### src/rtl/pfg_pkg.sv
package pfg_pkg;

    localparam int LANES = 2;

    typedef enum logic [0:0] {
        FLAG_IDLE = 1'b0,
        FLAG_HELD = 1'b1
    } flag_state_e;

endpackage

### src/rtl/pfg_mult_lane.sv
module pfg_mult_lane #(
    parameter int SW    = 16,
    parameter int GW    = 18,
    parameter int OW    = 18,
    parameter int ALIGN = 14,
    localparam int PW   = SW + GW,
    localparam int SUMW = PW + 1
) (
    input  logic                   clk,
    input  logic                   rst_n,
    input  logic                   en,
    input  logic signed [SW-1:0]   sample,
    input  logic signed [GW-1:0]   gain,
    input  logic signed [OW-1:0]   offset,
    output logic signed [PW-1:0]   prod,
    output logic signed [SUMW-1:0] off_al
);

    logic signed [PW-1:0]   prod_c;
    logic signed [SUMW-1:0] off_c;

    always_comb begin
        prod_c = PW'(sample) * PW'(gain);
        off_c  = {{(SUMW-OW-ALIGN){offset[OW-1]}}, offset, {ALIGN{1'b0}}};
    end

    always_ff @(posedge clk) begin
        if (!rst_n) begin
            prod   <= '0;
            off_al <= '0;
        end else if (en) begin
            prod   <= prod_c;
            off_al <= off_c;
        end
    end

endmodule

### src/rtl/pfg_sat_lane.sv
module pfg_sat_lane #(
    parameter int SW    = 16,
    parameter int GW    = 18,
    parameter int SHIFT = 16,
    localparam int PW   = SW + GW,
    localparam int SUMW = PW + 1
) (
    input  logic                   clk,
    input  logic                   rst_n,
    input  logic                   en,
    input  logic                   active,
    input  logic signed [PW-1:0]   prod,
    input  logic signed [SUMW-1:0] off_al,
    output logic signed [SW-1:0]   result,
    output logic                   clamp_now
);

    localparam logic signed [SUMW-1:0] MAX_V = SUMW'((1 << (SW-1)) - 1);
    localparam logic signed [SUMW-1:0] MIN_V = -MAX_V - SUMW'(1);

    logic signed [SUMW-1:0] sum_c;
    logic signed [SUMW-1:0] scaled_c;
    logic signed [SW-1:0]   res_c;

    always_comb begin
        sum_c     = SUMW'(prod) + off_al;
        scaled_c  = sum_c >>> SHIFT;
        clamp_now = 1'b0;
        if (!active) begin
            res_c = '0;
        end else if (scaled_c > MAX_V) begin
            res_c     = MAX_V[SW-1:0];
            clamp_now = 1'b1;
        end else if (scaled_c < MIN_V) begin
            res_c     = MIN_V[SW-1:0];
            clamp_now = 1'b1;
        end else begin
            res_c = scaled_c[SW-1:0];
        end
    end

    always_ff @(posedge clk) begin
        if (!rst_n) begin
            result <= '0;
        end else if (en) begin
            result <= res_c;
        end
    end

endmodule

### src/rtl/pfg_flag_fsm.sv
module pfg_flag_fsm
    import pfg_pkg::*;
(
    input  logic clk,
    input  logic rst_n,
    input  logic clamp_hit,
    input  logic clear_req,
    output logic flag
);

    flag_state_e state, state_nx;

    always_ff @(posedge clk) begin
        if (!rst_n) begin
            state <= FLAG_IDLE;
        end else begin
            state <= state_nx;
        end
    end

    always_comb begin
        state_nx = state;
        unique case (state)
            FLAG_IDLE: begin
                if (clamp_hit) begin
                    state_nx = FLAG_HELD;
                end
            end
            FLAG_HELD: begin
                if (clear_req && !clamp_hit) begin
                    state_nx = FLAG_IDLE;
                end
            end
            default: state_nx = FLAG_IDLE;
        endcase
    end

    always_comb begin
        unique case (state)
            FLAG_HELD: flag = 1'b1;
            default:   flag = 1'b0;
        endcase
    end

endmodule

### src/rtl/pfg_gain_offset.sv
module pfg_gain_offset #(
    parameter int SW    = 16,
    parameter int GW    = 18,
    parameter int OW    = 18,
    parameter int SFRAC = 15,
    parameter int GFRAC = 16,
    parameter int OFRAC = 17
) (
    input  logic          clk,
    input  logic          rst_n,
    input  logic          in_valid,
    output logic          in_ready,
    input  logic [SW-1:0] in_i,
    input  logic [SW-1:0] in_q,
    input  logic [GW-1:0] gain,
    input  logic [OW-1:0] offset,
    input  logic          complex_mode,
    input  logic          ovf_clear,
    output logic          out_valid,
    input  logic          out_ready,
    output logic [SW-1:0] out_i,
    output logic [SW-1:0] out_q,
    output logic          ovf_flag
);
    import pfg_pkg::*;

    localparam int ALIGN = SFRAC + GFRAC - OFRAC;
    localparam int PW    = SW + GW;
    localparam int SUMW  = PW + 1;

    logic                   en;
    logic                   s1_valid;
    logic                   s1_cplx;
    logic                   s2_cplx;
    logic [LANES-1:0]       lane_active;
    logic [LANES-1:0]       lane_clamp;
    logic                   clamp_hit;
    logic signed [SW-1:0]   lane_in  [LANES];
    logic signed [SW-1:0]   lane_out [LANES];
    logic signed [PW-1:0]   lane_prod [LANES];
    logic signed [SUMW-1:0] lane_off  [LANES];

    assign en       = out_ready;
    assign in_ready = out_ready;

    assign lane_in[0]     = in_i;
    assign lane_in[1]     = in_q;
    assign lane_active[0] = 1'b1;
    assign lane_active[1] = s1_cplx;

    always_ff @(posedge clk) begin
        if (!rst_n) begin
            s1_valid  <= 1'b0;
            s1_cplx   <= 1'b0;
            out_valid <= 1'b0;
            s2_cplx   <= 1'b0;
        end else if (en) begin
            s1_valid  <= in_valid;
            s1_cplx   <= complex_mode;
            out_valid <= s1_valid;
            s2_cplx   <= s1_cplx;
        end
    end

    for (genvar ln = 0; ln < LANES; ln++) begin : g_lane
        pfg_mult_lane #(
            .SW(SW), .GW(GW), .OW(OW), .ALIGN(ALIGN)
        ) u_mult (
            .clk    (clk),
            .rst_n  (rst_n),
            .en     (en),
            .sample (lane_in[ln]),
            .gain   ($signed(gain)),
            .offset ($signed(offset)),
            .prod   (lane_prod[ln]),
            .off_al (lane_off[ln])
        );

        pfg_sat_lane #(
            .SW(SW), .GW(GW), .SHIFT(GFRAC)
        ) u_sat (
            .clk       (clk),
            .rst_n     (rst_n),
            .en        (en),
            .active    (lane_active[ln]),
            .prod      (lane_prod[ln]),
            .off_al    (lane_off[ln]),
            .result    (lane_out[ln]),
            .clamp_now (lane_clamp[ln])
        );
    end

    assign clamp_hit = en && s1_valid && (|lane_clamp);
    assign out_i     = lane_out[0];
    assign out_q     = lane_out[1];

    pfg_flag_fsm u_flag (
        .clk       (clk),
        .rst_n     (rst_n),
        .clamp_hit (clamp_hit),
        .clear_req (ovf_clear),
        .flag      (ovf_flag)
    );

endmodule

### config.mk
export PLATFORM = sky130hd
export DESIGN_NAME = pfg_gain_offset
export DESIGN_NICKNAME = d
export VERILOG_FILES = /design/src/rtl/pfg_pkg.sv /design/src/rtl/pfg_mult_lane.sv /design/src/rtl/pfg_sat_lane.sv /design/src/rtl/pfg_flag_fsm.sv /design/src/rtl/pfg_gain_offset.sv
export SDC_FILE = /design/constraint.sdc
export NUM_CORES = 2
export LEC_CHECK = 0
export ABC_AREA = 1
export BUFFER_PORTS_ARGS = -buffer_cell sky130_fd_sc_hd__buf_4
export CAP_MARGIN = 10
export CORE_UTILIZATION = 35
export DETAILED_ROUTE_END_ITERATION = 16
export PLACE_DENSITY = 0.56
export SYNTH_ARGS = -nofsm -noshare
export SYNTH_HDL_FRONTEND = slang
export SYNTH_SLANG_ARGS = --single-unit
### constraint.sdc
create_clock -name clk -period 9.36 [get_ports clk]
set_input_delay 1.404 -clock clk [delete_from_list [all_inputs] [get_ports clk]]
set_output_delay 1.404 -clock clk [all_outputs]
set_load 0.01 [all_outputs]
Word level (Yosys, flattened, before mapping)
Cells that the tools add are included.

Bits in registers: 122. Output and inout port bits: 35. Input bits: 74. Logic and storage cells: 37.

Bitwise logic cells: 1. $mul: 2. $add $sub $neg: 2. Mux-type cells: 14. Order comparisons: 4. Reductions and logical operators: 5.

Operators by type and width (number): $mux W16 (5); $add A34 B32 Y35 (2); $mul A16 B18 Y34 (2); $gt A19 B16 Y1 const B (2); $lt A19 B16 Y1 const B (2); $mux W1 (8); $logic_and A1 B1 Y1 (3); $pmux W1 S2 (1); $reduce_or A2 Y1 (1); $logic_not A1 Y1 (1); $not A1 Y1 (1).

Logic depth before layout (Yosys ltp)
Depth after elaboration: 11. Gate-level depth with buffers: 32. Mapped depth without buffers: 30.

By module
A second synthesis with hierarchy kept.

Cells, all modules: 4832. Area total of the unflattened synthesis: 33555.9 µm².

By module, submodules not included: pfg_mult_lane (g_lane[0].u_mult) (sequential area each 1041.0 µm², instances 1, area an instance 14096.0 µm², cells an instance 1952); pfg_mult_lane (g_lane[1].u_mult) (sequential area each 1041.0 µm², instances 1, area an instance 13910.8 µm², cells an instance 1916); pfg_sat_lane (sequential area each 320.3 µm², instances 2, area an instance 2688.8 µm², cells an instance 470); pfg_gain_offset (sequential area each 60.1 µm², instances 1, area an instance 127.6 µm², cells an instance 18); pfg_flag_fsm (sequential area each 20.0 µm², instances 1, area an instance 43.8 µm², cells an instance 6).

Least setup slack after synthesis
Ideal clock, no wire load.

Path kind: in2reg. From: input port in_i[5]. To: register g_lane[0].u_mult.prod[33]. Stages: 22. Data required time: 9.251 ns. Buffers on the path: 2. Data arrival time: 6.770 ns. Library setup time: 0.109 ns. Path slack: 2.481 ns. Cells stage by stage: clkbuf_1 -> buf_1 -> nand2_1 -> fa_1 -> inv_1 -> fa_1 -> inv_1 -> fa_1 -> fa_1 -> fa_1 -> fa_1 -> inv_1 -> ha_1 -> a21o_1 -> nor2_1 -> nor2_1 -> a2111oi_0 -> nand2_1 -> nand2_1 -> nand3_1 -> nand2_1 -> inv_1.

Longest elaborated chain between the ends: 1.

RTL lines: from (decl) (RTL line pfg_gain_offset.sv:13) `input logic [SW-1:0] in_i,`; $mul A16 B18 Y34 (RTL line pfg_mult_lane.sv:23) `prod_c = PW'(sample) * PW'(gain);`; to (signal assigned) (RTL line pfg_mult_lane.sv:32) `prod <= prod_c;`; to (decl) (RTL line pfg_mult_lane.sv:15) `output logic signed [PW-1:0] prod,`.

No other way between the ends. A chain may end at the register's enable or synchronous reset.

Worst setup path in the final report
From: input port gain[17]. To: register g_lane[0].u_mult.prod[32].

Longest elaborated chain between the ends: 1.

RTL lines: from (decl) (RTL line pfg_gain_offset.sv:15) `input logic [GW-1:0] gain,`; $mul A16 B18 Y34 (RTL line pfg_mult_lane.sv:23).

No other way between the ends.

==> flow_metrics.py <==
metrics = {
    "worst_hold_path": {
        "min_path_type": "register to register",
        "hold_depth": 2,
    },
    "clocking": {
        "ctsHoldBuffers": 0,
        "clock_path_buffers": 2,
        "clkLatencyLatePin_ns": 0.35,
        "cts_setup_buffers": 0,
        "cts_buffers": 9,
        "cts.sinks": 94,
        "htreeDepth": 3,
        "cts_tree": "built",
        "clkSlewWorstSetupHoldPaths_ns": 0.06,
        "cts_root_buffer": "clkbuf_16",
        "cts_resized": 0,
    },
    "cells_and_area": {
        "nets": 4655,
        "drive_above_1_share_pct": 4.890,
        "multi_input_comb_area_um2": 21920,
        "final_cell_area_um2": 30340,
        "fillerInstances": 8609,
        "seqCellArea_um2": 1882,
        "utilization_pct": 37.73,
        "layout.cells.non_filler": 4864,
        "num_antenna_cells": 0,
        "area_delta_synth_final_pct": 6.687,
    },
    "run": {
        "maxCapViolations": 0,
    },
    "global_route": {
        "grt_pass1_vias": 24960,
        "grt_antenna_before_repair": 4,
        "grt_max_degree": 76,
        "gr-total-overflow": 0,
        "grt_first_pass_wirelength_um": 129800,
        "grt.total_usage_pct": 19.88,
    },
    "setup_path": {
        "path_class": "input pin to register",
        "ff2ff_path_depth": 15,
        "crit_fanout": 32,
        "crit_arrival_ns": 7.30,
        "critPathCaptureType": "register",
        "critPathSlowestCell": "fa_1",
        "crit_chain": "buf_4 -> nand2_1 -> inv_1 -> fa_1 -> fa_1 -> inv_1 -> fa_1 -> fa_1 -> fa_1 -> fa_1 -> inv_1 -> ha_1 -> nand2_1 -> nor3_1 -> nand2_1 -> nor2_1 -> nor2_1 -> nand3_1 -> nand3_1 -> o211ai_1 -> inv_1",
        "critPathRequiredTime_ns": 9.61,
        "crit_path_start_kind": "input pin",
        "crit_top_cell": "fa_1",
        "slowest_delay_ns": 0.84,
    },
    "yosys": {
        "synthMuxAreaShare_pct": 0,
        "syn_nets": 4681,
        "synth_cell_type_count": 46,
        "ys_seq_elements": 94,
        "synth-xor-area-share_pct": 1.971,
        "synthCells": 3825,
        "synthSimpleGateAreaFrac_pct": 18.42,
        "synth.most_common_cell": "inv_1",
        "yosysTopAreaCellShare_pct": 40.68,
        "synth_top_area_cell": "fa_1",
        "synth_compound_area_share_pct": 7.012,
        "ys.warnings.count": 0,
        "synth_edf_count": 0,
        "synthAdderAreaFrac_pct": 49.66,
        "synth_ff_type": "dfxtp_1",
        "synth.cell_area_um2": 28440,
        "synth_top_family_by_area": "adder cells",
        "synthTopCellsByCount": "inv_1, nand2_1, fa_1",
        "synthTopCellsByArea": "fa_1, inv_1, nand2_1",
        "yosysSeqAreaShare_pct": 6.617,
        "syn_avg_cell_area_um2": 7.436,
        "async_flop_share_pct": 0,
    },
    "timing": {
        "hold_viol_final": 0,
        "skew_ns": 0.004804,
        "fmax_mhz": 141.8,
        "finalCritPeriodShare_pct": 75.33,
        "worstMarginPinSlew_ns": 0.7631,
        "maxSlewHeadroom_pct": 49.13,
        "post-route-min-period_ns": 7.051,
        "final-setup-viol-count": 0,
        "rsz0062_at_grt": "false",
        "slew_violations": 0,
        "setup_tns_ns": 0,
    },
    "routing": {
        "drtIter0Drc": 1105,
        "dr_wl_met2_um": 41070,
        "wl_met3_um": 2034,
        "ant_nets": 0,
        "dr.pass1.iters": 7,
        "highest_layer": "met5",
        "wl_um": 76870,
        "wl_met1_um": 32110,
        "drc": 0,
        "vias": 22680,
        "via_per_inst": 4.663,
        "avgRoutedWirePerCell_um": 15.80,
    },
    "floorplanning": {
        "io_pins": 109,
        "die_w_um": 287.1,
        "row_count": 104,
        "core_area_um2": 80420,
        "die-area_um2": 82400,
        "fp.dieH_um": 287.1,
        "start_util_pct": 35.37,
    },
    "placement": {
        "io_buffers": 108,
        "dp.cells": 4848,
        "dp_hpwl_um": 62130,
        "dpl-instance-area_um2": 30010,
        "place_congestion": 0.8991,
    },
    "status": {
        "status": "completed",
    },
}
final timing paths:
| check | from | end | slack [ns] |
|---|---|---|---|
| worst min-delay path | out_valid | out_valid | 0.47 |
| worst max register to register | g_lane[1].u_mult.off_al[30] | u_flag.state | 6.72 |
| worst max-delay path | gain[17] | g_lane[0].u_mult.prod[32] | 2.31 |
| worst min register to register | out_valid | out_valid | 0.47 |
sequential cells by signal, summed over array words and instances, names as in the netlist:
name / flops
g_lane.u_sat.result: 32
g_lane.u_mult.off_al: 18
s1_cplx: 1
out_valid: 1
u_flag.state: 1
s1_valid: 1
g_lane.u_mult.prod: 40
worst max-delay path, delay by kind of cell:
kind / cells / cell delay, ns
compound gates: 1 / 0.11
buf+inv: 5 / 0.74
simple gates: 8 / 1.27
fa+ha+maj: 7 / 3.76
routing by layer:
metal  up-vias  GRT usage, %
met2       304         38.26
li1      11010             -
met4         8         4.309
met1     11260         23.70
met3       101         1.675
met5         -             0
cell families after synthesis:
logic type,Yosys count
adder cells (fa/ha/maj),782
AND/OR/NAND/NOR,1316
XOR/XNOR,64
AO/OA/AOI/OAI,342
flip-flops,94
buffers and inverters,1227
per-stage QoR:
stage,hold WS (ns),setup WS (ns)
after floorplan,0.4531,2.481
after global placement,0.4564,1.911
after detailed placement,0.4576,1.971
after CTS,0.4660,2.331
after global routing,0.4896,1.936
final,0.4671,2.309
cell usage in the layout, fill, tap and decap left out, types with 6 or more instances in the layout:
cell,n
nand3_1,70
inv_1,1072
xor2_1,36
nand3_2,7
xnor2_1,28
nand2_1,933
nand4_1,22
dfxtp_1,94
fa_1,578
nor2_2,6
ha_1,204
nor2_1,238
nor4_1,6
o21ai_0,112
nand2_2,10
buf_4,111
inv_2,6
a21o_1,7
o211ai_1,16
a21oi_1,132
a31oi_1,11
clkbuf_16,9
nor3_1,14
a21oi_2,12
o21bai_1,15
o21ai_2,10
final cells by class:
class                      count  share of cell area, %
multi-input combinational   2504                  72.23
inverter                    1079                  13.35
sequential                    94                  6.202
tap                         1060                  4.371
timing repair buffer         111                  2.746
clock buffer                  13                 0.8907
clock inverter                 3                 0.2144
Power is left out: the tool's default activity adds up to more than one toggle a clock period on the data nets, which glitch-free logic cannot reach.
